<file path="config.mk">
export PLATFORM = sky130hd
export DESIGN_NAME = dbr_bridge
export DESIGN_NICKNAME = d
export VERILOG_FILES = /design/src/rtl/dbr_pkg.sv /design/src/rtl/dbr_decode.sv /design/src/rtl/dbr_bus_port.sv /design/src/rtl/dbr_resp_store.sv /design/src/rtl/dbr_bridge.sv
export SDC_FILE = /design/constraint.sdc
export NUM_CORES = 1
export LEC_CHECK = 0
export ABC_AREA = 1
export BUFFER_PORTS_ARGS = -buffer_cell sky130_fd_sc_hd__buf_2
export CAP_MARGIN = 15
export CORE_MARGIN = 2
export CORE_UTILIZATION = 51
export DETAILED_ROUTE_END_ITERATION = 8
export HOLD_SLACK_MARGIN = 0.1
export PLACE_DENSITY = 0.85
export REMOVE_ABC_BUFFERS = 1
export SLEW_MARGIN = 20
export SYNTH_ARGS = -nofsm -noshare
export SYNTH_HDL_FRONTEND = slang
export SYNTH_SLANG_ARGS = --single-unit
</file>
<file path="constraint.sdc">
create_clock -name clk -period 1.9 [get_ports clk]
set_input_delay 0.19 -clock clk [delete_from_list [all_inputs] [get_ports clk]]
set_output_delay 0.19 -clock clk [all_outputs]
set_load 0.01 [all_outputs]
</file>
<file path="src/rtl/dbr_pkg.sv">
package dbr_pkg;

  typedef enum logic [1:0] {
    OP_NOP   = 2'd0,
    OP_READ  = 2'd1,
    OP_WRITE = 2'd2,
    OP_RSVD  = 2'd3
  } dbr_op_e;

  typedef enum logic [1:0] {
    ST_OK   = 2'd0,
    ST_RSVD = 2'd1,
    ST_FAIL = 2'd2,
    ST_BUSY = 2'd3
  } dbr_st_e;

  localparam int OP_W  = 2;
  localparam int DAT_W = 32;

endpackage

</file>
<file path="src/rtl/dbr_decode.sv">
module dbr_decode
  import dbr_pkg::*;
#(
  parameter int ABITS = 7,
  parameter int DW    = DAT_W,
  localparam int W    = ABITS + DW + OP_W
) (
  input  logic [W-1:0]     word,
  output logic [OP_W-1:0]  op,
  output logic [DW-1:0]    data,
  output logic [ABITS-1:0] addr,
  output logic             is_rd,
  output logic             is_wr
);

  localparam int D_LO = OP_W;
  localparam int A_LO = OP_W + DW;

  always_comb begin
    op    = word[OP_W-1:0];
    data  = word[D_LO +: DW];
    addr  = word[A_LO +: ABITS];
    is_rd = (op == OP_READ);
    is_wr = (op == OP_WRITE);
  end

endmodule

</file>
<file path="src/rtl/dbr_bus_port.sv">
module dbr_bus_port
  import dbr_pkg::*;
#(
  parameter int ABITS = 7,
  parameter int DW    = DAT_W
) (
  input  logic             clk,
  input  logic             rst,
  input  logic             start,
  input  logic             start_wr,
  input  logic [ABITS-1:0] start_addr,
  input  logic [DW-1:0]    start_wdata,
  output logic             req_valid,
  output logic             req_write,
  output logic [ABITS-1:0] req_addr,
  output logic [DW-1:0]    req_wdata,
  input  logic             bus_ready,
  input  logic [DW-1:0]    bus_rdata,
  input  logic             bus_err,
  output logic             done,
  output logic             done_err,
  output logic             done_rd,
  output logic [DW-1:0]    done_rdata
);

  always_ff @(posedge clk) begin
    if (rst) begin
      req_valid <= 1'b0;
      req_write <= 1'b0;
      req_addr  <= '0;
      req_wdata <= '0;
    end else if (req_valid && bus_ready) begin
      req_valid <= 1'b0;
    end else if (start && !req_valid) begin
      req_valid <= 1'b1;
      req_write <= start_wr;
      req_addr  <= start_addr;
      req_wdata <= start_wdata;
    end
  end

  always_comb begin
    done       = req_valid && bus_ready;
    done_err   = bus_err;
    done_rd    = !req_write;
    done_rdata = bus_rdata;
  end

  AST_REQ_HOLD: assert property (@(posedge clk) disable iff (rst)
    req_valid && !bus_ready |=> req_valid && $stable(req_addr) && $stable(req_write) && $stable(req_wdata))
    else $error("request changed while waiting");

  AST_REQ_DROP: assert property (@(posedge clk) disable iff (rst)
    req_valid && bus_ready |=> !req_valid)
    else $error("request held after handshake");

endmodule

</file>
<file path="src/rtl/dbr_resp_store.sv">
module dbr_resp_store
  import dbr_pkg::*;
#(
  parameter int ABITS = 7,
  parameter int DW    = DAT_W
) (
  input  logic             clk,
  input  logic             rst,
  input  logic             load,
  input  logic [OP_W-1:0]  load_op,
  input  logic             load_acc,
  input  logic [DW-1:0]    load_data,
  input  logic [ABITS-1:0] load_addr,
  input  logic             done,
  input  logic             done_err,
  input  logic             done_rd,
  input  logic [DW-1:0]    done_rdata,
  output logic [OP_W-1:0]  st_op,
  output logic [DW-1:0]    st_data,
  output logic [ABITS-1:0] st_addr
);

  always_ff @(posedge clk) begin
    if (rst) begin
      st_op   <= ST_OK;
      st_data <= '0;
      st_addr <= '0;
    end else if (load) begin
      st_addr <= load_addr;
      st_data <= load_data;
      st_op   <= load_acc ? load_op : OP_W'(ST_OK);
    end else if (done) begin
      st_op <= done_err ? OP_W'(ST_FAIL) : OP_W'(ST_OK);
      if (done_rd && !done_err) st_data <= done_rdata;
    end
  end

  AST_FAIL_KEEP: assert property (@(posedge clk) disable iff (rst)
    done && done_err && !load |=> st_op == ST_FAIL && $stable(st_data))
    else $error("failed transfer did not keep data");

endmodule

</file>
<file path="src/rtl/dbr_bridge.sv">
module dbr_bridge
  import dbr_pkg::*;
#(
  parameter int ABITS = 7,
  localparam int DW   = DAT_W,
  localparam int W    = ABITS + DW + OP_W
) (
  input  logic             clk,
  input  logic             rst,
  input  logic             upd,
  input  logic [W-1:0]     shift_word,
  input  logic             clr_sticky,
  output logic [W-1:0]     cap_word,
  output logic             busy_sticky,
  output logic             req_valid,
  output logic             req_write,
  output logic [ABITS-1:0] req_addr,
  output logic [DW-1:0]    req_wdata,
  input  logic             bus_ready,
  input  logic [DW-1:0]    bus_rdata,
  input  logic             bus_err
);

  localparam int A_LO = OP_W + DW;

  logic [OP_W-1:0]  dec_op;
  logic [DW-1:0]    dec_data;
  logic [ABITS-1:0] dec_addr;
  logic             dec_rd, dec_wr;
  logic             accept, start;
  logic             done, done_err, done_rd;
  logic [DW-1:0]    done_rdata;
  logic [OP_W-1:0]  st_op;
  logic [DW-1:0]    st_data;
  logic [ABITS-1:0] st_addr;

  dbr_decode #(.ABITS(ABITS), .DW(DW)) u_dec (
    .word(shift_word), .op(dec_op), .data(dec_data), .addr(dec_addr),
    .is_rd(dec_rd), .is_wr(dec_wr)
  );

  always_comb begin
    accept = upd && !req_valid && !busy_sticky;
    start  = accept && (dec_rd || dec_wr);
  end

  dbr_bus_port #(.ABITS(ABITS), .DW(DW)) u_bus (
    .clk(clk), .rst(rst), .start(start), .start_wr(dec_wr),
    .start_addr(dec_addr), .start_wdata(dec_data),
    .req_valid(req_valid), .req_write(req_write), .req_addr(req_addr),
    .req_wdata(req_wdata), .bus_ready(bus_ready), .bus_rdata(bus_rdata),
    .bus_err(bus_err), .done(done), .done_err(done_err), .done_rd(done_rd),
    .done_rdata(done_rdata)
  );

  dbr_resp_store #(.ABITS(ABITS), .DW(DW)) u_store (
    .clk(clk), .rst(rst), .load(accept), .load_op(dec_op),
    .load_acc(dec_rd || dec_wr), .load_data(dec_data), .load_addr(dec_addr),
    .done(done), .done_err(done_err), .done_rd(done_rd),
    .done_rdata(done_rdata), .st_op(st_op), .st_data(st_data),
    .st_addr(st_addr)
  );

  always_ff @(posedge clk) begin
    if (rst)                   busy_sticky <= 1'b0;
    else if (clr_sticky)       busy_sticky <= 1'b0;
    else if (upd && req_valid) busy_sticky <= 1'b1;
  end

  always_comb begin
    cap_word = {st_addr, st_data,
                (req_valid || busy_sticky) ? OP_W'(ST_BUSY) : st_op};
  end

  AST_NOP_IDLE: assert property (@(posedge clk) disable iff (rst)
    upd && !req_valid && !busy_sticky && !clr_sticky &&
    (shift_word[1:0] == OP_NOP || shift_word[1:0] == OP_RSVD)
    |=> !req_valid && cap_word[1:0] == ST_OK)
    else $error("no-op update misbehaved");

  AST_WR_LAUNCH: assert property (@(posedge clk) disable iff (rst)
    upd && !req_valid && !busy_sticky && shift_word[1:0] == OP_WRITE
    |=> req_valid && req_write && req_wdata == $past(shift_word[A_LO-1:OP_W])
        && req_addr == $past(shift_word[W-1:A_LO]))
    else $error("write request fields wrong");

  AST_STICKY_SET: assert property (@(posedge clk) disable iff (rst)
    upd && req_valid && !clr_sticky |=> busy_sticky)
    else $error("sticky busy not set");

  AST_STICKY_CLR: assert property (@(posedge clk) disable iff (rst)
    $fell(busy_sticky) |-> $past(clr_sticky))
    else $error("sticky busy cleared without request");

  AST_RD_MERGE: assert property (@(posedge clk) disable iff (rst)
    req_valid && bus_ready && !bus_err && !req_write && !busy_sticky && !upd
    |=> cap_word[A_LO-1:OP_W] == $past(bus_rdata) && cap_word[1:0] == ST_OK)
    else $error("read data not merged");

  AST_FAIL_CAP: assert property (@(posedge clk) disable iff (rst)
    req_valid && bus_ready && bus_err && !busy_sticky && !upd
    |=> cap_word[1:0] == ST_FAIL)
    else $error("failed status missing");

endmodule

</file>
==> results of run 1 <==
-- state kept, by name (all words and copies together) (netlist names) --
signal and count:
busy_sticky 1, u_bus.req_addr 7, u_bus.req_valid 1, u_bus.req_wdata 32
u_bus.req_write 1, u_store.st_addr 7, u_store.st_data 32, u_store.st_op 2
-- final timing paths --
| check | slack, ns | depth (start not counted) | end | startpoint |
|---|---|---|---|---|
| worst max-delay path | 0.28 | 4 | cap_word[0] | u_bus.req_valid$_SDFFE_PP0P_ |
| worst min-delay path | 0.12 | 3 | u_store.st_addr[1]$_SDFFE_PP0P_ | shift_word[35] |
| worst max register to register | 0.42 | 6 | u_bus.req_wdata[9]$_SDFFE_PP0P_ | u_bus.req_valid$_SDFFE_PP0P_ |
| worst min register to register | 0.46 | 2 | u_bus.req_wdata[10]$_SDFFE_PP0P_ | u_bus.req_wdata[10]$_SDFFE_PP0P_ |
-- per-layer routing --
layer,vias to the layer above,routed length [µm],track usage
li1,1972,-,-
met3,19,972,0.0522
met5,-,0,0
met2,186,4990,0.428
met1,1757,4010,0.315
met4,0,163,0.105
-- cell usage in the layout (no fill, tap or decap), types with 3 or more instances in the layout --
cell type and instances:
nand2_1 79, clkbuf_1 3, buf_2 161, nor2_1 16, a21oi_1 75, clkbuf_8 10, inv_1 73, o21ai_0 10
buf_4 13, dfxtp_1 83, nand3_1 137
-- worst reg2reg max path, cell delays in order (launching register included) --
cell	delay, ns
dfxtp_1	0.36
nor2_4	0.13
nand2_2	0.08
inv_2	0.24
buf_4	0.30
nand3_1	0.10
a21oi_1	0.20
-- area by class of cell --
class,instances,area [µm²],area share
Sequential cell,83,1660,0.351
Inverter,74,278,0.0587
Multi-Input combinational cell,323,1520,0.321
Tap cell,96,120,0.0254
Clock buffer,13,149,0.0315
Clock inverter,2,60.1,0.0127
Timing Repair Buffer,177,943,0.199
-- cells by family (layout without fill, tap and decap cells) --
logic type	after synthesis	after routing	synth area share
buffers and inverters	116	266	0.131
and+or+nand+nor	236	236	0.292
adders and majority gates	2	2	0.00683
AOI/OAI and AO/OA	85	85	0.116
DFF	83	83	0.454
-- stage by stage --
step	worst slack [ns]	instance area, µm²	total power [W]
finish	0.279	4730	0.00417
CTS	0.268	4730	0.00418
global route	0.188	4730	0.00438
floorplan	-1.32	3460	0.00243
global placement	0.531	4500	0.00281
detailed placement	0.452	4500	0.00284
-- power breakdown --
part           leakage, nW  internal (W)  switching (W)
clock network        0.104      0.000773       0.000592
logic                 1.69      0.000337       0.000525
registers            0.681       0.00187      0.0000694
-- what timing repair did --
| item | 4_1_cts | 5_1_grt |
|---|---|---|
| hold endpoints to repair | 2 | 0 |
| gates resized for setup | 0 | 0 |
| hold buffers | 2 | 0 |
==> run metrics, run 1 <==
outcome=completed; chip width=88.8 µm; CTS tree=yes; number of distinct library cells after synthesis=17; Rows=30; number of synthesized flops with an enable pin=0; Async S/R FF share, synth=0; drt pass-1 iters=5; later-pin clock latency in the skew report=0.34 ns; CP max-delay cell=dfxtp_1; max-slew violation count=0; average vias per placed instance=5.12; Least-Margin Pin Slew=0.428 ns; worst hold slack=0.117 ns; largest net degree at the start of global routing=46; Peak VDD IR=457 µV; max_cap viols=0; Routed Antenna Nets=0; final setup violation count=0; Final period util=0.853; P_leak=2.48 nW; die area=7880 µm²; min cycle time layout=1.62 ns; CTS Buf Count=9; slowest stage delay, CP=0.36 ns; Core Area=6870 µm²; fin util=0.689; vias in the first global route=3546; Total Nets Final=749; PwrDens=881 nW/µm²; area leader, netlist=dfxtp_1; starting DRC count in detailed routing=216; CTS Sinks=83; Primary FF master, synth=dfxtp_1; DRC=0; Cell Chain, Critical Path=nor2_4 -> buf_4 -> nand2_1 -> buf_2; Root Buffer=clkbuf_8; Post-Layout Cell Count=768; Die Y=88.8 µm; critical path arrival=1.43 ns; Tot GR Track Use=0.254; family with the most delay on the worst path=buffers and inverters; most frequent cell after synthesis=nand3_1; Avg Inst Size Synth=7.02 µm²; WL final=10.1 mm; initial antenna violation count=0; top cells by count, synth=nand3_1 (137), dfxtp_1 (83), nand2_1 (79); Post-Place Cells=751; port bufs=161; # Post-CTS Setup Buffers=0; DP HPWL=6.99 mm; layout cells sized above 1=0.284; top cells by area, synth=dfxtp_1 (45%), nand3_1 (19%), a21oi_1 (10%), nand2_1 (8.1%), inv_1 (7.5%); Routability Congestion=0.815; share of the synthesized area in the top cell type=0.454; Crit Path Class=flop to output port; number of fill cells=607; slew margin rel.=0.715; Startpoint Class=flop; maximum fanout along the worst path=35; Max Buffers Root-to-Sink=2; Ports=162; DR WL/cell=13.2 µm; Hold Crit Class=primary input to flop; Critical Path RT=1.71 ns; CP bufs+invs=2; Synth-to-Final Area Change=29.2%; Cells after Synth=522; H-Tree Depth=3; clock skew=0.0120 ns; initial core utilization=0.533; Clock Pin Slew Worst Setup and Hold Paths=0.08 ns; total grt overflow=0; Ant. Diodes=0; Final TNS setup=0 ns; CP Capture Type=output port; Yosys Warn Count=0; Mapped Area=3660 µm²; unrepaired setup endpoints after global routing=false; #FFs+latches synth=83; fmax=617 MHz; register area share after synthesis=0.454; first-pass GRT wire length=15.9 mm; final hold violations=0; via count=3934
No activity file was read; power rests on OpenSTA's default activity.
==> inputs of run 2 (changes only) <==
--- a/config.mk
+++ b/config.mk
@@ -9,12 +9,13 @@
 export BUFFER_PORTS_ARGS = -buffer_cell sky130_fd_sc_hd__buf_2
 export CAP_MARGIN = 15
 export CORE_MARGIN = 2
-export CORE_UTILIZATION = 51
+export CORE_UTILIZATION = 47
 export DETAILED_ROUTE_END_ITERATION = 8
 export HOLD_SLACK_MARGIN = 0.1
-export PLACE_DENSITY = 0.85
+export PLACE_DENSITY = 0.8
 export REMOVE_ABC_BUFFERS = 1
 export SLEW_MARGIN = 20
 export SYNTH_ARGS = -nofsm -noshare
 export SYNTH_HDL_FRONTEND = slang
 export SYNTH_SLANG_ARGS = --single-unit
+export TNS_END_PERCENT = 100
==> constraint.sdc (replaced) <==
create_clock -name clk -period 1.55 [get_ports clk]
set_input_delay 0.155 -clock clk [delete_from_list [all_inputs] [get_ports clk]]
set_output_delay 0.155 -clock clk [all_outputs]
set_load 0.01 [all_outputs]
==> run metrics, run 2 (synthesized netlist as in run 1, its figures left out) <==
initial antenna violation count=0 (unchanged); via count=4138 (+5.2%); Total Nets Final=790 (+5.5%); die area=8520 µm² (+8.1%); Root Buffer=clkbuf_8; total grt overflow=0 (unchanged); Core Area=7650 µm² (+11%); Tot GR Track Use=0.253 (-0.000541); first-pass GRT wire length=17.3 mm (+8.9%); most common cell after layout, fill and taps aside=buf_2; outcome=completed; critical path arrival=1.28 ns (-0.15 ns); port bufs=161 (unchanged); CP Capture Type=output port; Ports=162 (unchanged); WL final=10.8 mm (+6.4%); largest net degree at the start of global routing=53 (+15%); PnR worst setup slack=0.112 ns (-0.167 ns); CTS Sinks=83 (unchanged); maximum fanout along the worst path=35 (unchanged); final setup violation count=0 (unchanged); Post-Layout Cell Count=816 (+6.3%); Peak VDD IR=519 µV (+14%); unrepaired setup endpoints after global routing=false; min cycle time layout=1.44 ns; Final TNS setup=0 ns (unchanged); post-route cell area=5160 µm² (+9.1%); fmax=695 MHz; average vias per placed instance=5.07 (-1.0%); Crit Path Class=flop to output port; Storage cell area=1660 µm² (about the same); pre-CTS setup slack=0.191 ns (-0.261 ns); Hold Crit Class=primary input to flop; number of fill cells=650 (+7.1%); max-slew violation count=0 (unchanged); commonest cells after routing, fill and taps aside=buf_2 (161), nand3_1 (137), dfxtp_1 (82); DRC=0 (unchanged); P_leak=2.66 nW (+7.2%); Post-Place Cells=760 (+1.2%); vias in the first global route=3843 (+8.4%); starting DRC count in detailed routing=191 (-12%); Routability Congestion=0.779 (-4.5%); Die Y=92.3 µm (+4.0%); Max Buffers Root-to-Sink=2 (unchanged); chip width=92.3 µm (+4.0%); placed cell area=4560 µm² (+1.2%); DR WL/cell=13.2 µm (+0.13%); PwrDens=972 nW/µm² (+10%); Critical Path RT=1.39 ns (-0.32 ns); max_cap viols=0 (unchanged); Startpoint Class=flop; biggest regs=u_bus.req_wdata (32), u_store.st_data (32); clock skew=0.0137 ns (+0.00175 ns); H-Tree Depth=3 (unchanged); Ant. Diodes=0 (unchanged); CTS Buf Count=9 (unchanged); initial core utilization=0.479 (-0.0543); Final period util=0.928; CTS tree=yes; Clock Pin Slew Worst Setup and Hold Paths=0.08 ns (about the same); Routed Antenna Nets=0 (unchanged); later-pin clock latency in the skew report=0.35 ns (about the same); DP HPWL=7.00 mm (about the same); Least-Margin Pin Slew=0.482 ns (+0.0544 ns); Synth-to-Final Area Change=40.9%; slew margin rel.=0.679 (-0.0363); Rows=32 (+6.7%); layout cells sized above 1=0.279 (-0.00551); total power draw=0.00502 W (+20%); drt pass-1 iters=5 (unchanged); final hold violations=0 (unchanged); Multi-input gate area=1520 µm² (unchanged)
## run 2: cell types whose count changed in the layout (fill, tap and decap cells not counted), moves of 2 or more
cell,delta
buf_12,+3
bufinv_16,-2
clkinv_4,+2
clkbuf_1,-3
dlygate4sd3_1,+38
clkinvlp_4,+2
## run 2: metrics by stage
step / hold WS (ns) / utilization
final: 0.119 / 0.675
after global routing: 0.111 / 0.675
after CTS: 0.105 / 0.674
after detailed placement: 0.432 / 0.596
after global placement: 0.421 / 0.596
after floorplan: 0.224 / -
## run 2: report_power, final
part	internal, W	switching [W]
clock	0.000672	0.000795
sequential	0.00230	0.0000843
combinational	0.000502	0.000664
## run 2: layout make-up
type	instances	area share
clock inverter	5	0.00727
clock buffer	11	0.0293
timing repair buffer	218	0.268
sequential	83	0.322
multi-input combinational	323	0.295
tap	102	0.0247
inverter	74	0.0538
## run 2: what timing repair did
item	in CTS	in global routing
gates resized for setup	2	2
endpoints found under the hold margin	47	0
hold buffers	40	0
setup buffers	0	0
endpoints found under the setup margin	2	2
## run 2: critical path: stages, from the launching register on
cell     delay [ns]
dfxtp_2        0.35
nor2_4         0.15
buf_12         0.20
nand2_1        0.09
buf_2          0.15
## run 2: worst paths after layout
| path | cells after the start | to | slack (ns) | from |
|---|---|---|---|---|
| setup reg to reg | 6 | u_bus.req_wdata[8]$_SDFFE_PP0P_ | 0.16 | u_bus.req_valid$_SDFFE_PP0P_ |
| setup / recovery | 4 | cap_word[1] | 0.11 | u_bus.req_valid$_SDFFE_PP0P_ |
| hold reg to reg | 2 | u_bus.req_wdata[7]$_SDFFE_PP0P_ | 0.46 | u_bus.req_wdata[7]$_SDFFE_PP0P_ |
| hold / removal | 4 | u_bus.req_valid$_SDFFE_PP0P_ | 0.12 | bus_ready |
## run 2: routing by layer
layer	routed length (µm)	track usage	up-vias
li1	-	-	2061
met1	4250	0.290	1885
met2	5440	0.438	171
met3	834	0.0583	21
met4	256	0.132	0
met5	0	0	-
